===== src/rtl/sertx_pkg.sv =====
package sertx_pkg;
  localparam int unsigned CHAR_LOW_W = 8;

  // bits on the line per character: start + data (+ninth) + stop
  function automatic int unsigned frame_bits(input logic wide, input int unsigned low_w);
    return wide ? low_w + 3 : low_w + 2;
  endfunction
endpackage


===== src/rtl/sertx_hold.sv =====
module sertx_hold #(
  parameter int unsigned LOW_W = sertx_pkg::CHAR_LOW_W,
  localparam int unsigned WORD_W = LOW_W + 1
) (
  input  logic              clk_i,
  input  logic              rst_ni,
  input  logic              active_i,
  input  logic              ninth_we_i,
  input  logic              ninth_i,
  input  logic              wr_i,
  input  logic [LOW_W-1:0]  data_i,
  input  logic              take_i,
  output logic              full_o,
  output logic [WORD_W-1:0] word_o
);
  logic              ninth_q;
  logic              full_q;
  logic [WORD_W-1:0] word_q;
  logic              accept;

  assign accept = wr_i & active_i & ~full_q;

  always_ff @(posedge clk_i or negedge rst_ni) begin
    if (!rst_ni) ninth_q <= 1'b0;
    else if (ninth_we_i) ninth_q <= ninth_i;
  end

  always_ff @(posedge clk_i or negedge rst_ni) begin
    if (!rst_ni) begin
      full_q <= 1'b0;
      word_q <= '0;
    end else if (!active_i) begin
      full_q <= 1'b0;
    end else if (accept) begin
      full_q <= 1'b1;
      word_q <= {ninth_q, data_i};
    end else if (take_i) begin
      full_q <= 1'b0;
    end
  end

  assign full_o = full_q;
  assign word_o = word_q;

  // a write into a full register that is not draining leaves it untouched
  a_r8_full_write_ignored: assert property (@(posedge clk_i) disable iff (!rst_ni)
    full_q && wr_i && active_i && !take_i |=> full_q && $stable(word_q));
  // transfer empties the holding register
  a_r3_take_empties: assert property (@(posedge clk_i) disable iff (!rst_ni)
    take_i |=> !full_q);
  // inactive flushes the holding register
  a_r10_flush: assert property (@(posedge clk_i) disable iff (!rst_ni)
    !active_i |=> !full_q);
endmodule


===== src/rtl/sertx_shift.sv =====
module sertx_shift #(
  parameter int unsigned LOW_W = sertx_pkg::CHAR_LOW_W,
  localparam int unsigned WORD_W  = LOW_W + 1,
  localparam int unsigned FRAME_W = LOW_W + 3,
  localparam int unsigned CNT_W   = $clog2(FRAME_W + 1)
) (
  input  logic              clk_i,
  input  logic              rst_ni,
  input  logic              active_i,
  input  logic              tick_i,
  input  logic              wide_i,
  input  logic              load_i,
  input  logic [WORD_W-1:0] word_i,
  output logic              busy_o,
  output logic              ready_o,
  output logic              line_o
);
  logic               busy_q;
  logic [FRAME_W-1:0] frame_q;
  logic [CNT_W-1:0]   cnt_q;
  logic               finish;
  logic [FRAME_W-1:0] frame_new;
  logic [CNT_W-1:0]   cnt_new;

  assign finish  = busy_q & tick_i & (cnt_q == CNT_W'(1));
  assign ready_o = ~busy_q | finish;

  // stop, optional ninth (stop level when narrow), low byte, start
  assign frame_new = {1'b1, wide_i ? word_i[LOW_W] : 1'b1, word_i[LOW_W-1:0], 1'b0};
  assign cnt_new   = CNT_W'(sertx_pkg::frame_bits(wide_i, LOW_W));

  always_ff @(posedge clk_i or negedge rst_ni) begin
    if (!rst_ni) begin
      busy_q  <= 1'b0;
      frame_q <= '1;
      cnt_q   <= '0;
    end else if (!active_i) begin
      busy_q  <= 1'b0;
      frame_q <= '1;
      cnt_q   <= '0;
    end else if (load_i) begin
      busy_q  <= 1'b1;
      frame_q <= frame_new;
      cnt_q   <= cnt_new;
    end else if (finish) begin
      busy_q  <= 1'b0;
      frame_q <= '1;
      cnt_q   <= '0;
    end else if (busy_q && tick_i) begin
      frame_q <= {1'b1, frame_q[FRAME_W-1:1]};
      cnt_q   <= cnt_q - CNT_W'(1);
    end
  end

  assign busy_o = busy_q;
  assign line_o = frame_q[0];

  // load starts a frame with the start level
  a_r4_load_start: assert property (@(posedge clk_i) disable iff (!rst_ni)
    active_i && load_i |=> busy_q && !line_o);
  // bit counter stays inside the frame length while busy
  a_r4_cnt_range: assert property (@(posedge clk_i) disable iff (!rst_ni)
    busy_q |-> (cnt_q != '0) && (cnt_q <= CNT_W'(FRAME_W)));
  // idle line rests at the stop level
  a_r4_idle_high: assert property (@(posedge clk_i) disable iff (!rst_ni)
    !busy_q |-> line_o);
  // inactive aborts the frame
  a_r10_abort: assert property (@(posedge clk_i) disable iff (!rst_ni)
    !active_i |=> !busy_q);
  // line holds between ticks
  a_r4_hold_between: assert property (@(posedge clk_i) disable iff (!rst_ni)
    busy_q && !tick_i && active_i |=> $stable(line_o));
endmodule


===== src/rtl/sertx_pol.sv =====
module sertx_pol #(
  parameter bit REG_OUT = 1'b0
) (
  input  logic clk_i,
  input  logic rst_ni,
  input  logic line_i,
  input  logic invert_i,
  output logic tx_o
);
  generate
    if (REG_OUT) begin : g_reg
      logic tx_q;
      always_ff @(posedge clk_i or negedge rst_ni) begin
        if (!rst_ni) tx_q <= 1'b1;
        else         tx_q <= line_i ^ invert_i;
      end
      assign tx_o = tx_q;
    end else begin : g_comb
      logic unused_clk;
      assign unused_clk = clk_i & rst_ni;
      assign tx_o = line_i ^ invert_i;
    end
  endgenerate
endmodule


===== src/rtl/sertx_top.sv =====
module sertx_top #(
  parameter int unsigned LOW_W   = sertx_pkg::CHAR_LOW_W,
  parameter bit          REG_OUT = 1'b0,
  localparam int unsigned WORD_W = LOW_W + 1
) (
  input  logic             clk_i,
  input  logic             rst_ni,
  input  logic             port_en_i,
  input  logic             tx_en_i,
  input  logic             sync_sel_i,
  input  logic             wide_i,
  input  logic             invert_i,
  input  logic             irq_en_i,
  input  logic             baud_tick_i,
  input  logic             ninth_we_i,
  input  logic             ninth_i,
  input  logic             wr_i,
  input  logic [LOW_W-1:0] data_i,
  output logic             tx_o,
  output logic             hold_empty_o,
  output logic             shift_empty_o,
  output logic             irq_o
);
  logic              active;
  logic              full;
  logic [WORD_W-1:0] word;
  logic              take;
  logic              busy;
  logic              ready;
  logic              line;

  assign active = port_en_i & tx_en_i & ~sync_sel_i;
  assign take   = full & ready & active;

  sertx_hold #(.LOW_W(LOW_W)) i_hold (
    .clk_i      (clk_i),
    .rst_ni     (rst_ni),
    .active_i   (active),
    .ninth_we_i (ninth_we_i),
    .ninth_i    (ninth_i),
    .wr_i       (wr_i),
    .data_i     (data_i),
    .take_i     (take),
    .full_o     (full),
    .word_o     (word)
  );

  sertx_shift #(.LOW_W(LOW_W)) i_shift (
    .clk_i    (clk_i),
    .rst_ni   (rst_ni),
    .active_i (active),
    .tick_i   (baud_tick_i),
    .wide_i   (wide_i),
    .load_i   (take),
    .word_i   (word),
    .busy_o   (busy),
    .ready_o  (ready),
    .line_o   (line)
  );

  sertx_pol #(.REG_OUT(REG_OUT)) i_pol (
    .clk_i    (clk_i),
    .rst_ni   (rst_ni),
    .line_i   (line),
    .invert_i (invert_i),
    .tx_o     (tx_o)
  );

  assign hold_empty_o  = active & ~full;
  assign shift_empty_o = ~busy;
  assign irq_o         = hold_empty_o & irq_en_i;

  // interrupt only with holding-empty
  a_r12_irq_source: assert property (@(posedge clk_i) disable iff (!rst_ni)
    irq_o |-> hold_empty_o && irq_en_i);
  // inactive never reports holding-empty
  a_r11_inactive_flag: assert property (@(posedge clk_i) disable iff (!rst_ni)
    !active |-> !hold_empty_o);
  // an accepted write clears holding-empty on the next cycle
  a_r3_write_clears: assert property (@(posedge clk_i) disable iff (!rst_ni)
    hold_empty_o && wr_i && active |=> !hold_empty_o);
  // queued character refills the shifter when the frame ends
  a_r9_back_to_back: assert property (@(posedge clk_i) disable iff (!rst_ni)
    busy && full && active && ready |=> !shift_empty_o);
endmodule


===== config.mk =====
export PLATFORM = sky130hd
export DESIGN_NAME = sertx_top
export DESIGN_NICKNAME = d
export VERILOG_FILES = /design/src/rtl/sertx_pkg.sv /design/src/rtl/sertx_hold.sv /design/src/rtl/sertx_shift.sv /design/src/rtl/sertx_pol.sv /design/src/rtl/sertx_top.sv
export SDC_FILE = /design/constraint.sdc
export NUM_CORES = 1
export LEC_CHECK = 0
export BUFFER_PORTS_ARGS = -buffer_cell sky130_fd_sc_hd__buf_2
export CORE_UTILIZATION = 53
export DETAILED_ROUTE_END_ITERATION = 10
export PLACE_DENSITY = 0.79
export SETUP_SLACK_MARGIN = 0.4
export SLEW_MARGIN = 20
export SYNTH_ARGS = -nofsm -noshare
export SYNTH_HDL_FRONTEND = slang
export SYNTH_SLANG_ARGS = --single-unit

===== constraint.sdc =====
create_clock -name clk_i -period 2.05 [get_ports clk_i]
set_input_delay 0.41 -clock clk_i [delete_from_list [all_inputs] [get_ports clk_i]]
set_output_delay 0.41 -clock clk_i [all_outputs]
set_load 0.01 [all_outputs]

==> results.md <==
Routing:
- The routed layout has 1038 vias.
- For this block, the routed nets add up to 2.74 mm of wire.
- The per-cell via count in the routed design is 5.97.
- The number of antenna-violating nets in the routed design is 0.
- The routed length per placed instance is 15.8 µm.
- The DRC marker count from the first detailed-route iteration is 25.
- Before antenna repair, the detailed router went through 4 iterations.
- In the routed design, unresolved DRC markers number 0.

Place:
- The HPWL after detailed placement is 1.69 mm.
- Input and output buffers added on the ports amount to 23.
- The final RePlAce weighted congestion is 0.811.
- Timing analysis after detailed placement gives a worst setup slack of 275 ps.

STA:
- Setup repair after global routing could not meet its margin everywhere.
- The worst pin sits at a relative slew slack of 62.6%.
- Summed over all failing endpoints, the final setup total negative slack is 0 ps.
- The final number of hold-violating endpoints came to 0.
- Setup slack closes at 383 ps.
- The final critical path takes up 81.3% of the cycle.
- The transition time at the pin with the least slew margin is 560 ps.
- The shortest period the worst path allows is 1670 ps.
- Static timing analysis puts the maximum clock frequency at 600 MHz.
- The max-slew violation count is 0.
- Setup violations remaining at the end of the flow were counted as 0.
- On the final layout, the worst clock skew is 5.71 ps.

Hold path:
- The type of the tightest min-delay check is primary input to asynchronous set/reset pin.

Floorplanning:
- 24 I/O pins were placed.
- The die covers 2520 µm².
- The height of the die is 50.2 µm.
- The initial core utilization is 55.7%.
- The floorplan core area is 2210 µm².
- The floorplan has 17 rows.
- From left edge to right edge, the die measures 50.2 µm.

Setup path:
- The sum of buffers and inverters on the critical path is 0.
- The category of the most critical setup path is flop to flop.
- Data on the critical path arrives at its endpoint at 1940 ps.
- The highest net fanout along the worst path is 7.
- On the critical path the largest part of the delay comes from compound AO/OA/AOI/OAI gates.
- The slowest stage cell on the critical path is dfrtp_1.
- For the worst setup path, the data required time is 2320 ps.
- The launch point of the critical path is i_shift.cnt_q[0].
- The endpoint identified for the worst register-to-register timing path is i_shift.cnt_q[0].
- For this run, the slowest stage of the critical path takes 440 ps.
- Setup slack on the worst reg-to-reg path comes out at 380 ps.
- Traced cell by cell, the critical path runs through ha_4, and4bb_4, a211o_4, o221a_1, a21oi_2.
- Measured in cells, the most critical reg-to-reg path has a length of 5.
- The worst setup path is launched from a flop.
- The startpoint of the most critical register-to-register path is i_shift.cnt_q[0].
- The critical path capture point type is a flop.

CTS:
- At the later pin of the worst-skew pair, clock insertion delay measures 330 ps.
- The CTS tree is built.
- In this run, CTS created clock tree buffers numbering 3.
- The tree built by TritonCTS fans out to 26 sinks.
- The cell sitting at the root of the clock tree is a clkbuf_4.
- The number of H-tree branching levels is 1.
- Clock-pin slew was measured on the worst setup and hold paths at 140 ps.
- The maximum buffer depth of the clock tree is 2.
- The quantity of hold-fixing buffers added after cts is 0.

Synthesis:
- The number of synthesized flops with an enable pin is 0.
- The number of register bits inferred by synthesis is 26.
- The most used flip-flop cell after synthesis is dfrtp_1.
- Summing the sequential cell areas from Yosys gives 53.8% of the chip area.
- Of all flip-flops after synthesis, the portion carrying an async set or reset was 100%.
- The synthesized area is 1230 µm².
- Yosys mapped the design onto 30 distinct sky130hd cell types.
- The average cell area after synthesis is 11.6 µm².
- The net count of the mapped netlist is 128.
- The synthesized instance count is 106.
- The count of synthesis-stage warnings from yosys is 0.

Cells and area:
- The area growth from synthesis to layout is 28.0%.
- After the last flow step, the layout net total stands at 169.
- Cells with a size suffix above 1 make up 50.7% of the layout.
- The repair_antennas step left the layout with diodes totalling 0.

Global route:
- The number of antenna violations at the first check in global routing is 0.
- The largest net degree at the start of global routing is 27.
- The global-route wire length before repair is 4.36 mm.
- The total congestion overflow after global routing is 0.
- The number of global-route vias before repair was 987.
- The global-route usage over all layers is 23.6%.

Run status:
- The run finished with clean final reports.

Power:
- In this run the static leakage power is 0.677 nW.
- The power density relative to cell area is 664 nW/µm².
- The worst-case IR drop observed on VDD is 0.000496 V.

Run:
- The tool flagged a number of max-cap violations equal to 0.
[flip-flops by register name (all words and copies together), names as in the netlist]
signal,flops
i_shift.frame_q,10
i_hold.word_o,9
i_shift.cnt_q,4
i_hold.full_o,1
i_hold.ninth_q,1
i_shift.busy_o,1
[metrics by stage]
step	cells	hold slack [ps]	utilization [%]	total power (W)	cell area [µm²]
after CTS	163	61.6	65.8	0.00103	1460
after floorplan	106	114	-	0.000705	1230
final	174	44.0	71.3	0.00105	1580
after detailed placement	156	428	62.1	0.000763	1370
after global placement	156	425	62.1	0.000752	1370
after global routing	174	86.1	71.3	0.00109	1580
[placed cells by master (no fill, tap or decap), drive strengths merged]
cell type  instances
ha                 2
a21oi              3
nand2b             2
and2b              1
o32a               1
o2111ai            2
xor2               2
clkbuf             4
inv                4
o221a              1
nand2             10
a211o              2
buf               36
nand3b             1
dfrtp             16
dfstp             10
and4bb             1
or3                1
a22o               2
mux2              10
nor2               8
nor2b              1
o31ai              2
and2               3
o21ai             11
o22ai              8
nor3               2
[area by class of cell]
class / instances / area [µm²]
Sequential cell: 26 / 664
Fill cell: 161 / 634
Multi-Input combinational cell: 76 / 614
Timing Repair Buffer: 36 / 213
Clock buffer: 4 / 36.3
Tap cell: 28 / 35.0
Inverter: 4 / 15.0
[metal layers]
layer / up-vias / track usage [%] / routed length, µm
met5: - / 0 / 0
met4: 0 / 12.4 / 34
met2: 34 / 40.0 / 1460
li1: 473 / - / -
met3: 5 / 3.64 / 109
met1: 526 / 28.6 / 1130
[where the power goes]
group / internal, W / switching, W
Combinational: 0.0000923 / 0.0000766
Sequential: 0.000577 / 0.0000356
Clock: 0.000109 / 0.000157
[Yosys cell counts, drive strengths merged, types with 2 or more instances]
cell type / count / share of area, %
a22o: 2 / 1.4
nor2: 8 / 2.6
mux2: 10 / 9.1
xor2: 2 / 1.4
o21ai: 11 / 4.5
and2: 3 / 1.5
nand2b: 2 / 1.0
a21oi: 3 / 1.5
nand2: 10 / 3.0
dfrtp: 16 / 32
dfstp: 10 / 21
buf: 2 / 1.3
o22ai: 8 / 4.1
inv: 4 / 1.2
nor3: 2 / 1.7
ha: 2 / 2.0
o31ai: 2 / 1.2
[worst max-delay path by stage]
stage | end | cells after the start
final | i_shift.cnt_q[0] | 5
after detailed placement | i_shift.frame_q[5] | 6
after floorplan | i_shift.cnt_q[0] | 6
after global placement | i_shift.cnt_q[0] | 6
after global routing | i_shift.cnt_q[0] | 5
after CTS | i_shift.frame_q[5] | 6
[cells by family (layout without fill, tap and decap cells)]
logic type / Yosys count / count (layout) / share of synthesized area, %
AOI/OAI and AO/OA: 30 / 32 / 16.3
and+or+nand+nor: 30 / 30 / 14.7
DFF: 26 / 26 / 53.8
muxes: 10 / 10 / 9.14
buffers and inverters: 6 / 44 / 2.54
adders and majority gates: 2 / 2 / 2.03
xor gates and xnor gates: 2 / 2 / 1.42
[what timing repair did]
| action | CTS | global route |
|---|---|---|
| pin swaps | 1 | 5 |
| gates cloned | 1 | 1 |
| gates resized for setup | 3 | 8 |
| buffers inserted | 2 | 10 |
| endpoints found under the setup margin | 10 | 21 |
No activity file was read; power rests on OpenSTA's default activity.
